## config.mk

```make
export PLATFORM = sky130hd
export DESIGN_NAME = frame_timing_gen
export DESIGN_NICKNAME = d
export VERILOG_FILES = /design/src/rtl/ftg_pkg.sv /design/src/rtl/ftg_regs.sv /design/src/rtl/ftg_ctrl.sv /design/src/rtl/ftg_counters.sv /design/src/rtl/ftg_pixel.sv /design/src/rtl/frame_timing_gen.sv
export SDC_FILE = /design/constraint.sdc
export NUM_CORES = 1
export LEC_CHECK = 0
export ABC_AREA = 0
export CORE_MARGIN = 1
export CORE_UTILIZATION = 25
export CTS_CLUSTER_SIZE = 20
export DETAILED_ROUTE_END_ITERATION = 10
export DONT_BUFFER_PORTS = 1
export GPL_TIMING_DRIVEN = 0
export PLACE_DENSITY = 0.36
export SETUP_SLACK_MARGIN = 0.3
export SYNTH_ARGS = -nofsm -noshare
export SYNTH_HDL_FRONTEND = slang
export SYNTH_SLANG_ARGS = --single-unit
```

## constraint.sdc

```tcl
create_clock -name clk -period 5.9 [get_ports clk]
set_input_delay 0.59 -clock clk [delete_from_list [all_inputs] [get_ports clk]]
set_output_delay 0.59 -clock clk [all_outputs]
set_load 0.03 [all_outputs]
```

## src/rtl/ftg_pkg.sv

```systemverilog
package ftg_pkg;

    typedef enum logic [1:0] {
        ST_IDLE     = 2'd0,
        ST_RUN      = 2'd1,
        ST_STOPPING = 2'd2
    } ftg_state_e;

    localparam logic [3:0] ADDR_HTIME  = 4'd0;
    localparam logic [3:0] ADDR_VPER   = 4'd1;
    localparam logic [3:0] ADDR_VLEN   = 4'd2;
    localparam logic [3:0] ADDR_HWIN   = 4'd3;
    localparam logic [3:0] ADDR_VSTART = 4'd4;
    localparam logic [3:0] ADDR_VEND   = 4'd5;
    localparam logic [3:0] ADDR_SKEW   = 4'd6;
    localparam logic [3:0] ADDR_COLOR  = 4'd7;
    localparam logic [3:0] ADDR_POL    = 4'd8;
    localparam logic [3:0] ADDR_CNTEN  = 4'd9;
    localparam logic [3:0] ADDR_RUN    = 4'd10;

endpackage

```

## src/rtl/ftg_regs.sv

```systemverilog
module ftg_regs
    import ftg_pkg::*;
#(
    parameter int HCW = 12,
    parameter int PCW = 24,
    parameter int CW  = 8,
    parameter int AW  = 4,
    parameter int DW  = 32
) (
    input  logic           clk,
    input  logic           rst_n,
    input  logic           we,
    input  logic [AW-1:0]  addr,
    input  logic [DW-1:0]  wdata,
    input  logic           load,
    output logic [HCW-1:0] a_htot,
    output logic [HCW-1:0] a_hpw,
    output logic [HCW-1:0] a_hst,
    output logic [HCW-1:0] a_hend,
    output logic [PCW-1:0] a_vper,
    output logic [PCW-1:0] a_vlen,
    output logic [PCW-1:0] a_vst,
    output logic [PCW-1:0] a_vend,
    output logic [PCW-1:0] a_skew,
    output logic [CW-1:0]  a_border,
    output logic [CW-1:0]  a_under,
    output logic           a_pol_h,
    output logic           a_pol_v,
    output logic [1:0]     cnt_en,
    output logic           run_req
);
    localparam int HI = 16;

    logic [HCW-1:0] s_htot, s_hpw, s_hst, s_hend;
    logic [PCW-1:0] s_vper, s_vlen, s_vst, s_vend, s_skew;
    logic [CW-1:0]  s_border, s_under;
    logic           s_pol_h, s_pol_v;
    logic           unused_wdata;

    assign unused_wdata = ^wdata;

    // shadow set, written by software
    always_ff @(posedge clk or negedge rst_n) begin
        if (!rst_n) begin
            s_htot   <= '0;
            s_hpw    <= '0;
            s_hst    <= '0;
            s_hend   <= '0;
            s_vper   <= '0;
            s_vlen   <= '0;
            s_vst    <= '0;
            s_vend   <= '0;
            s_skew   <= '0;
            s_border <= '0;
            s_under  <= '1;
            s_pol_h  <= 1'b0;
            s_pol_v  <= 1'b0;
            cnt_en   <= 2'b00;
            run_req  <= 1'b0;
        end else if (we) begin
            case (addr)
                ADDR_HTIME: begin
                    s_htot <= wdata[HCW-1:0];
                    s_hpw  <= wdata[HI +: HCW];
                end
                ADDR_VPER:   s_vper <= wdata[PCW-1:0];
                ADDR_VLEN:   s_vlen <= wdata[PCW-1:0];
                ADDR_HWIN: begin
                    s_hst  <= wdata[HCW-1:0];
                    s_hend <= wdata[HI +: HCW];
                end
                ADDR_VSTART: s_vst  <= wdata[PCW-1:0];
                ADDR_VEND:   s_vend <= wdata[PCW-1:0];
                ADDR_SKEW:   s_skew <= wdata[PCW-1:0];
                ADDR_COLOR: begin
                    s_border <= wdata[CW-1:0];
                    s_under  <= wdata[HI +: CW];
                end
                ADDR_POL: begin
                    s_pol_h <= wdata[0];
                    s_pol_v <= wdata[1];
                end
                ADDR_CNTEN:  cnt_en  <= wdata[1:0];
                ADDR_RUN:    run_req <= wdata[0];
                default: ;
            endcase
        end
    end

    // working set, copied at frame start only
    always_ff @(posedge clk or negedge rst_n) begin
        if (!rst_n) begin
            a_htot   <= '0;
            a_hpw    <= '0;
            a_hst    <= '0;
            a_hend   <= '0;
            a_vper   <= '0;
            a_vlen   <= '0;
            a_vst    <= '0;
            a_vend   <= '0;
            a_skew   <= '0;
            a_border <= '0;
            a_under  <= '1;
            a_pol_h  <= 1'b0;
            a_pol_v  <= 1'b0;
        end else if (load) begin
            a_htot   <= s_htot;
            a_hpw    <= s_hpw;
            a_hst    <= s_hst;
            a_hend   <= s_hend;
            a_vper   <= s_vper;
            a_vlen   <= s_vlen;
            a_vst    <= s_vst;
            a_vend   <= s_vend;
            a_skew   <= s_skew;
            a_border <= s_border;
            a_under  <= s_under;
            a_pol_h  <= s_pol_h;
            a_pol_v  <= s_pol_v;
        end
    end

endmodule

```

## src/rtl/ftg_ctrl.sv

```systemverilog
module ftg_ctrl
    import ftg_pkg::*;
(
    input  logic       clk,
    input  logic       rst_n,
    input  logic       run_req,
    input  logic       at_wrap,
    output ftg_state_e state,
    output logic       running,
    output logic       load
);
    ftg_state_e nxt;

    always_comb begin
        nxt = state;
        unique case (state)
            ST_IDLE:     nxt = run_req ? ST_RUN : ST_IDLE;
            ST_RUN: begin
                if (!run_req) nxt = at_wrap ? ST_IDLE : ST_STOPPING;
            end
            ST_STOPPING: begin
                if (run_req)      nxt = ST_RUN;
                else if (at_wrap) nxt = ST_IDLE;
            end
            default:     nxt = ST_IDLE;
        endcase
    end

    always_ff @(posedge clk or negedge rst_n) begin
        if (!rst_n) state <= ST_IDLE;
        else        state <= nxt;
    end

    always_comb begin
        running = (state != ST_IDLE);
        load    = (state == ST_IDLE) ? run_req : at_wrap;
    end

endmodule

```

## src/rtl/ftg_counters.sv

```systemverilog
module ftg_counters #(
    parameter int HCW = 12,
    parameter int PCW = 24,
    parameter int LCW = 12,
    parameter int FCW = 16
) (
    input  logic           clk,
    input  logic           rst_n,
    input  logic           running,
    input  logic [HCW-1:0] htot,
    input  logic [PCW-1:0] vper,
    input  logic [1:0]     cnt_en,
    output logic [PCW-1:0] pos,
    output logic [HCW-1:0] hpos,
    output logic [LCW-1:0] line,
    output logic [FCW-1:0] frame,
    output logic           at_wrap
);
    logic [PCW-1:0] p_last;
    logic [HCW-1:0] h_last_v;
    logic           h_last;

    assign p_last   = vper - PCW'(1);
    assign h_last_v = htot - HCW'(1);
    assign at_wrap  = running && (pos == p_last);
    assign h_last   = (hpos == h_last_v);

    always_ff @(posedge clk or negedge rst_n) begin
        if (!rst_n) begin
            pos  <= '0;
            hpos <= '0;
        end else if (!running) begin
            pos  <= '0;
            hpos <= '0;
        end else begin
            pos  <= at_wrap ? '0 : pos + PCW'(1);
            hpos <= (at_wrap || h_last) ? '0 : hpos + HCW'(1);
        end
    end

    always_ff @(posedge clk or negedge rst_n) begin
        if (!rst_n) begin
            line <= '0;
        end else if (running && cnt_en[1]) begin
            if (at_wrap)     line <= '0;
            else if (h_last) line <= line + LCW'(1);
        end
    end

    always_ff @(posedge clk or negedge rst_n) begin
        if (!rst_n)                    frame <= '0;
        else if (at_wrap && cnt_en[0]) frame <= frame + FCW'(1);
    end

endmodule

```

## src/rtl/ftg_pixel.sv

```systemverilog
module ftg_pixel #(
    parameter int HCW = 12,
    parameter int PCW = 24,
    parameter int CW  = 8
) (
    input  logic           running,
    input  logic [PCW-1:0] pos,
    input  logic [HCW-1:0] hpos,
    input  logic [HCW-1:0] hpw,
    input  logic [HCW-1:0] hst,
    input  logic [HCW-1:0] hend,
    input  logic [PCW-1:0] vlen,
    input  logic [PCW-1:0] vst,
    input  logic [PCW-1:0] vend,
    input  logic [PCW-1:0] skew,
    input  logic [CW-1:0]  border,
    input  logic [CW-1:0]  under,
    input  logic           pol_h,
    input  logic           pol_v,
    input  logic [CW-1:0]  pix_in,
    input  logic           pix_valid,
    output logic           hsync,
    output logic           vsync,
    output logic           de,
    output logic           pix_req,
    output logic [CW-1:0]  pix_out
);
    logic [PCW-1:0] v_lo, v_hi;
    logic           hs_on, vs_on, h_in, v_in;

    always_comb begin
        v_lo    = vst + skew;
        v_hi    = vend + skew;
        hs_on   = running && (hpos < hpw);
        vs_on   = running && (pos < vlen);
        h_in    = (hpos >= hst) && (hpos <= hend);
        v_in    = (pos >= v_lo) && (pos <= v_hi);
        de      = running && h_in && v_in;
        pix_req = de;
        hsync   = hs_on ^ pol_h;
        vsync   = vs_on ^ pol_v;
        if (!de)            pix_out = border;
        else if (pix_valid) pix_out = pix_in;
        else                pix_out = under;
    end

endmodule

```

## src/rtl/frame_timing_gen.sv

```systemverilog
module frame_timing_gen
    import ftg_pkg::*;
#(
    parameter int HCW = 12,
    parameter int PCW = 24,
    parameter int LCW = 12,
    parameter int FCW = 16,
    parameter int CW  = 8,
    parameter int AW  = 4,
    parameter int DW  = 32
) (
    input  logic           clk,
    input  logic           rst_n,
    input  logic           cfg_we,
    input  logic [AW-1:0]  cfg_addr,
    input  logic [DW-1:0]  cfg_wdata,
    input  logic [CW-1:0]  pix_in,
    input  logic           pix_valid,
    output logic           hsync,
    output logic           vsync,
    output logic           de,
    output logic           pix_req,
    output logic [CW-1:0]  pix_out,
    output logic [LCW-1:0] line_cnt,
    output logic [FCW-1:0] frame_cnt
);
    logic [HCW-1:0] a_htot, a_hpw, a_hst, a_hend;
    logic [PCW-1:0] a_vper, a_vlen, a_vst, a_vend, a_skew;
    logic [CW-1:0]  a_border, a_under;
    logic           a_pol_h, a_pol_v;
    logic [1:0]     cnt_en;
    logic           run_req;
    ftg_state_e     state;
    logic           running, load, at_wrap;
    logic [PCW-1:0] pos_q;
    logic [HCW-1:0] hpos_q;

    ftg_regs #(.HCW(HCW), .PCW(PCW), .CW(CW), .AW(AW), .DW(DW)) u_regs (
        .clk(clk), .rst_n(rst_n), .we(cfg_we), .addr(cfg_addr), .wdata(cfg_wdata),
        .load(load),
        .a_htot(a_htot), .a_hpw(a_hpw), .a_hst(a_hst), .a_hend(a_hend),
        .a_vper(a_vper), .a_vlen(a_vlen), .a_vst(a_vst), .a_vend(a_vend),
        .a_skew(a_skew), .a_border(a_border), .a_under(a_under),
        .a_pol_h(a_pol_h), .a_pol_v(a_pol_v), .cnt_en(cnt_en), .run_req(run_req)
    );

    ftg_ctrl u_ctrl (
        .clk(clk), .rst_n(rst_n), .run_req(run_req), .at_wrap(at_wrap),
        .state(state), .running(running), .load(load)
    );

    ftg_counters #(.HCW(HCW), .PCW(PCW), .LCW(LCW), .FCW(FCW)) u_cnt (
        .clk(clk), .rst_n(rst_n), .running(running), .htot(a_htot), .vper(a_vper),
        .cnt_en(cnt_en), .pos(pos_q), .hpos(hpos_q), .line(line_cnt),
        .frame(frame_cnt), .at_wrap(at_wrap)
    );

    ftg_pixel #(.HCW(HCW), .PCW(PCW), .CW(CW)) u_pix (
        .running(running), .pos(pos_q), .hpos(hpos_q), .hpw(a_hpw), .hst(a_hst),
        .hend(a_hend), .vlen(a_vlen), .vst(a_vst), .vend(a_vend), .skew(a_skew),
        .border(a_border), .under(a_under), .pol_h(a_pol_h), .pol_v(a_pol_v),
        .pix_in(pix_in), .pix_valid(pix_valid), .hsync(hsync), .vsync(vsync),
        .de(de), .pix_req(pix_req), .pix_out(pix_out)
    );

endmodule

```

# After elaboration in Yosys (flattened, before gate mapping)
# Index checks and enable logic that the tools add are counted.
totals:
  regBits: 441
  inputBits: 48
  output_inout_bits: 40
classes:
  eq_ne: 16
  addsub: 8
  muxes: 15
  order_cmp: 6
  n_reduce_logical: 27
  bitwise: 2
op_table:
  columns: ["operator", "count"]
  rows:
  - ["$add 24x24->24", 2]
  - ["$mux 12", 4]
  - ["$mux 24", 2]
  - ["$reduce_and 2->1", 13]
  - ["$add 12x1->12 const B", 2]
  - ["$add 24x1->24 const B", 1]
  - ["$eq 24x24->1", 1]
  - ["$ge 24x24->1", 1]
  - ["$le 24x24->1", 1]
  - ["$lt 24x24->1", 1]
  - ["$sub 24x1->24 const B", 1]
  - ["$add 16x1->16 const B", 1]
  - ["$eq 4x3->1 const B", 4]
  - ["$mux 8", 2]
  - ["$eq 12x12->1", 1]
  - ["$eq 4x4->1 const B", 3]
  - ["$ge 12x12->1", 1]
  - ["$le 12x12->1", 1]
  - ["$lt 12x12->1", 1]
  - ["$sub 12x1->12 const B", 1]
  - ["$logic_and 1x1->1", 9]
  - ["$eq 4x2->1 const B", 2]
  - ["$mux 2", 4]
  - ["$pmux 2 s3", 1]
  - ["11 further kinds", 14]

# Depth between registers and ports, before layout
depth:
  depth_word: 6
  ltp_mapped: 21
  depth_no_buf: 21

# Cells and area by module
# From an unflattened synthesis, not the netlist that was laid out.
unflattened:
  hier_cells: 1908
  area_unflattened_um2: 23241.0
by_module_without_submodules:
  columns: ["mod", "n_inst", "cells_each", "area_each_um2"]
  rows:
  - ["ftg_regs", 1, 810, 14079.8]
  - ["ftg_pixel", 1, 621, 4829.6]
  - ["ftg_counters", 1, 470, 4236.6]
  - ["ftg_ctrl", 1, 7, 95.1]

# Worst setup path after synthesis
# No wires, ideal clock.
synth_path:
  path_type: "register -> output"
  startpoint: "register u_regs.a_skew[0]"
  endpoint: "output port pix_out[0]"
  path_stages_with_launch: 19
  t_arrival_ps: 5207
  slack_ps: 103
  path_buffers: 0
  required_time_ps: 5310
  path_cell_list: "dfrtp_1 -> ha_1 -> inv_1 -> fa_1 -> inv_1 -> a21o_1 -> a21oi_1 -> o211a_1 -> nor3_1 -> o21ai_0 -> a31oi_1 -> mux2i_1 -> a2111oi_0 -> ha_1 -> nand4_1 -> nor4_1 -> nand3_1 -> a221oi_1 -> mux2_2"
synth_between:
  elab_chain_len: 5
  elab_cells_between_ends: 7
synth_lines:
  columns: ["element", "line_no", "text"]
  rows:
  - ["start, declared", "ftg_regs.sv:24", "output logic [PCW-1:0] a_skew,"]
  - ["start signal, assigned", "ftg_regs.sv:115", "a_skew <= s_skew;"]
  - ["$add 24x24->24, on equally long branches", "ftg_pixel.sv:32, ftg_pixel.sv:33", null]
  - ["$ge 24x24->1 / $le 24x24->1 (equally long branches)", "ftg_pixel.sv:37", "v_in = (pos >= v_lo) && (pos <= v_hi);"]
  - ["$logic_and 1x1->1 *", "ftg_pixel.sv:37", null]
  - ["$logic_and 1x1->1 *", "ftg_pixel.sv:38", "de = running && h_in && v_in;"]
  - ["via de", "frame_timing_gen.sv:21", "output logic de,"]
  - ["$mux 8 *", "ftg_pixel.sv:42", "if (!de) pix_out = border;"]
  - ["end, declared", "frame_timing_gen.sv:23", "output logic [CW-1:0] pix_out,"]
# The timed path passes the listed nets; every way through them passes the cells marked *.

# Worst setup path after layout
layout_path:
  startpoint: "register u_regs.a_vend[7]"
  endpoint: "output port pix_out[2]"
layout_between:
  elab_chain_len: 5
layout_lines:
  columns: ["element", "line_no", "text"]
  rows:
  - ["start, declared", "ftg_regs.sv:23", "output logic [PCW-1:0] a_vend,"]
  - ["start signal, assigned", "ftg_regs.sv:114", "a_vend <= s_vend;"]
  - ["$add 24x24->24", "ftg_pixel.sv:33", "v_hi = vend + skew;"]
  - ["$le 24x24->1", "ftg_pixel.sv:37", null]
  - ["$logic_and 1x1->1", "ftg_pixel.sv:37", null]
  - ["$logic_and 1x1->1", "ftg_pixel.sv:38", null]
  - ["via de", "frame_timing_gen.sv:21", null]
  - ["$mux 8", "ftg_pixel.sv:42", null]
# The timed path passes the listed nets, and every way through them passes these cells.

==> flow_summary.json <==
{
  "status": "complete, but fails checks",
  "violations": "negative hold slack, negative setup slack",
  "async_flop_share_pct": 100,
  "stdcell_area_mm2": 0.0270,
  "drive_above_1_share_pct": 22.6,
  "critPathMaxFanout": 5,
  "p_switching_uw": 4890,
  "p_seq_share_pct": 34.2,
  "cts_root_buffer": "clkbuf_16",
  "wire_per_inst_um": 20.4,
  "dpl_cell_area_mm2": 0.0245,
  "htree_levels": 2,
  "synth_ff_type": "dfrtp_1",
  "dp_slack_ns": -0.501,
  "pwr-share-comb_pct": 39.4,
  "path_class": "flip-flop to primary output",
  "tightest_slew_ns": 1.27,
  "synth.top_cell.area_share_pct": 46.2,
  "grt_pass1_vias": 15300,
  "synth-edff-count": 0,
  "grt_setup_unrepaired": "yes",
  "reg2regPathDepth": 11,
  "r2r_slack_ns": 0.74,
  "dieArea_mm2": 0.0934,
  "holdCritPathClass": "input port to async pin",
  "ant_nets": 0,
  "finalHoldViolCount": 433,
  "grt_most_used_layer": "met2",
  "grtUsageMet1_pct": 19.8,
  "start_util_pct": 25.4,
  "ios": 88,
  "use_met3_pct": 2.79,
  "rows": 110,
  "setup_ws_ns": -0.236,
  "critPathCaptureType": "primary output",
  "fillers": 9193,
  "synth_cells": 1900,
  "cellPowerDensity_mw_per_mm2": 509,
  "instances_no_fill": 3199,
  "synth_area_leaders": "dfrtp_1 (46%), mux2_2 (12%), ha_1 (8.6%), mux2_1 (6.8%), xnor2_1 (2.6%)",
  "clock.fmax_mhz": 163,
  "ys_ff_latch": 441,
  "clkPwrFrac_pct": 26.4,
  "gr-usage-met2_pct": 22.1,
  "tns_ns": -1.83,
  "clkTransAtPathRegs_ns": 0.05,
  "placedCellCount": 3078,
  "mappedNetlistNets": 2108,
  "hold_slack_ns": -0.288,
  "clkSinkCount": 441,
  "arrival_ns": 5.55,
  "die-height_um": 306,
  "finalCritPeriodShare_pct": 104,
  "nNetsFinal": 2181,
  "grt_pass1_wl_um": 99500,
  "reg2reg_to": "u_cnt.pos[21]$_DFF_PN0_",
  "port_buffers": 0,
  "setup_viol": 9,
  "grt_max_degree": 442,
  "r2r_start": "u_regs.a_vper[0]$_DFFE_PN0P_",
  "wl_um": 65400,
  "grt.overflow.total": 0,
  "relSlewSlack_pct": 15.5,
  "synth_cell_types": 72,
  "post_synth_instance_area_mm2": 0.0230,
  "clk_latency_ns": 0.61,
  "cts_tree": "yes",
  "max-cap-violations": 0,
  "ir_drop_mv": 0.199,
  "slew_violations": 0,
  "clk_path_buf_depth": 3,
  "antenna_found_initial": 8,
  "synth.largest_area_cell": "dfrtp_1",
  "hpwl_um": 46700,
  "drtIter0Drc": 645,
  "seq_area_frac_synth_pct": 48.0,
  "finalCriticalPeriod_ns": 6.14,
  "cts_made_buffers": 55,
  "synth_warnings": 0,
  "grt_usage_pct": 14.1,
  "dr.pass1.iters": 5,
  "cp_data_required_time_ns": 5.31,
  "skew_ns": 0.0193,
  "syn_avg_cell_area_um2": 12.1,
  "internal_power_uw": 8850,
  "core_area_mm2": 0.0907,
  "num_vias": 14800,
  "die_width_um": 306,
  "drcViolationCount": 0,
  "leakagePower_uw": 0.0122,
  "via_per_inst": 4.64,
  "gp_congestion": 0.813,
  "swShare_pct": 35.6,
  "areaGrowthSynthToFinish_pct": 17.1,
  "cp-start-kind": "flip-flop",
  "power_uw": 13700
}
registers in the layout, summed over array words and instances, names as in the netlist, 16 cells and up:
register and cells:
u_cnt.pos 24, u_regs.a_skew 24, u_regs.a_vend 24, u_regs.a_vlen 24, u_regs.a_vper 24, u_regs.a_vst 24, u_regs.s_skew 24, u_regs.s_vend 24
u_regs.s_vlen 24, u_regs.s_vper 24, u_regs.s_vst 24, u_cnt.frame 16
layout make-up:
type	count	area, um2	share of cell area [%]
timing repair buffer	16	153	0.566
buffer	57	343	1.27
inverter	91	342	1.27
multi-input combinational	1311	11600	43.1
sequential	441	11100	41.0
antenna	3	7.51	0.0278
tap	1176	1470	5.45
clock inverter	18	258	0.955
clock buffer	86	1730	6.40
power by group through the flow:
stage,clock network [uW],registers [uW],logic (uW)
floorplan,0,4470,3960
global placement,0,4730,4990
detailed placement,0,4770,5070
CTS,3780,4730,5410
global route,3910,4850,6040
finish,3620,4700,5410
through the flow:
stage | utilization (%) | hold slack (ns)
floorplan | - | 0.294
global placement | 27.0 | 0.323
detailed placement | 27.1 | 0.327
CTS | 29.7 | -0.353
global route | 29.7 | -0.344
finish | 29.8 | -0.288
worst max-delay path, stage by stage (launching register included):
cell and delay (ns):
dfrtp_1 0.41, ha_4 0.27, a21oi_1 0.14, nand2_1 0.11, or3_1 0.34, o22ai_2 0.23, o21bai_2 0.12, o211a_1 0.26
o21a_1 0.23, o311a_4 0.39, ha_4 0.28, nand4_1 0.20, nor4_1 0.33, nand3_1 0.19, a221oi_4 0.79, clkbuf_16 0.29
mux2_4 0.35
kinds of logic (layout without fill, tap and decap cells):
kind of cell | Yosys count | in the layout | synth area share [%]
DFF | 441 | 441 | 48.0
muxes | 399 | 399 | 19.5
other | 0 | 3 | 0
AOI/OAI and AO/OA | 238 | 238 | 7.09
xor gates and xnor gates | 136 | 136 | 5.17
adders and majority gates | 160 | 160 | 8.76
buffers and inverters | 148 | 268 | 2.95
and+or+nand+nor | 378 | 378 | 8.55
Yosys cell counts (all sizes together) (3+ instances only):
cell,n
or4,9
nor4,21
xnor2,68
nand2b,23
a21o,48
o31ai,10
o21bai,3
a21boi,5
nor2b,12
nor3,32
or3,13
or2,8
dfrtp,425
o211ai,6
o22ai,3
a21oi,54
ha,158
and3,16
o21ai,40
nand4,31
nor2,94
a31oi,6
mux2i,5
nor4b,4
a2111oi,6
nand3b,5
dfstp,16
nand2,58
xor2,68
o2111ai,5
inv,91
o311ai,6
o31a,3
nand3,36
clkbuf,34
buf,23
and2,3
nand4b,3
mux2,394
o21a,16
o211a,3
nor3b,4
a221oi,3
a211oi,7
how the worst max path moves through the flow:
| stage | start | end | slack, ns |
|---|---|---|---|
| after global routing | u_regs.a_vend[1]$_DFFE_PN0P_ | pix_out[3] | -0.49 |
| after CTS | u_regs.a_vst[0]$_DFFE_PN0P_ | pix_out[7] | -0.31 |
| final | u_regs.a_vend[7]$_DFFE_PN0P_ | pix_out[2] | -0.24 |
| after global placement | u_regs.a_skew[0]$_DFFE_PN0P_ | pix_out[7] | -1.49 |
| after floorplan | u_regs.a_skew[0]$_DFFE_PN0P_ | pix_out[0] | 0.67 |
| after detailed placement | u_regs.a_skew[0]$_DFFE_PN0P_ | pix_out[7] | -0.50 |
metal layers:
layer | vias to the layer above | share of wire [%]
met1 | 7469 | 48
met5 | - | 0
li1 | 7021 | -
met2 | 261 | 45
met3 | 88 | 4.7
met4 | 0 | 2.4
cell usage in the layout (no fill, tap or decap), types with 10 or more instances in the layout:
| master | count |
|---|---|
| inv_1 | 90 |
| clkbuf_8 | 17 |
| clkbuf_16 | 59 |
| nor2_1 | 92 |
| o21ai_0 | 32 |
| and3_1 | 16 |
| nor4_1 | 20 |
| mux2_2 | 246 |
| clkbuf_1 | 44 |
| or3_1 | 13 |
| nand3_1 | 35 |
| o21a_1 | 15 |
| ha_1 | 151 |
| dfrtp_1 | 424 |
| dfstp_2 | 16 |
| buf_6 | 19 |
| nand2b_1 | 23 |
| buf_4 | 12 |
| nor3_1 | 29 |
| xor2_1 | 68 |
| a21oi_1 | 49 |
| nor2b_1 | 10 |
| mux2_1 | 140 |
| a21o_1 | 48 |
| nand4_1 | 31 |
| xnor2_1 | 68 |
| nand2_1 | 58 |
repair_timing:
| item | in CTS | in global routing |
|---|---|---|
| endpoints found under the hold margin | 441 | 441 |
| pin swaps | 23 | 4 |
| endpoints found under the setup margin | 10 | 10 |
| cloned | 1 | 0 |
| setup buffers | 9 | 4 |
| resized for setup | 63 | 12 |
(Power assumes the default switching activity.)
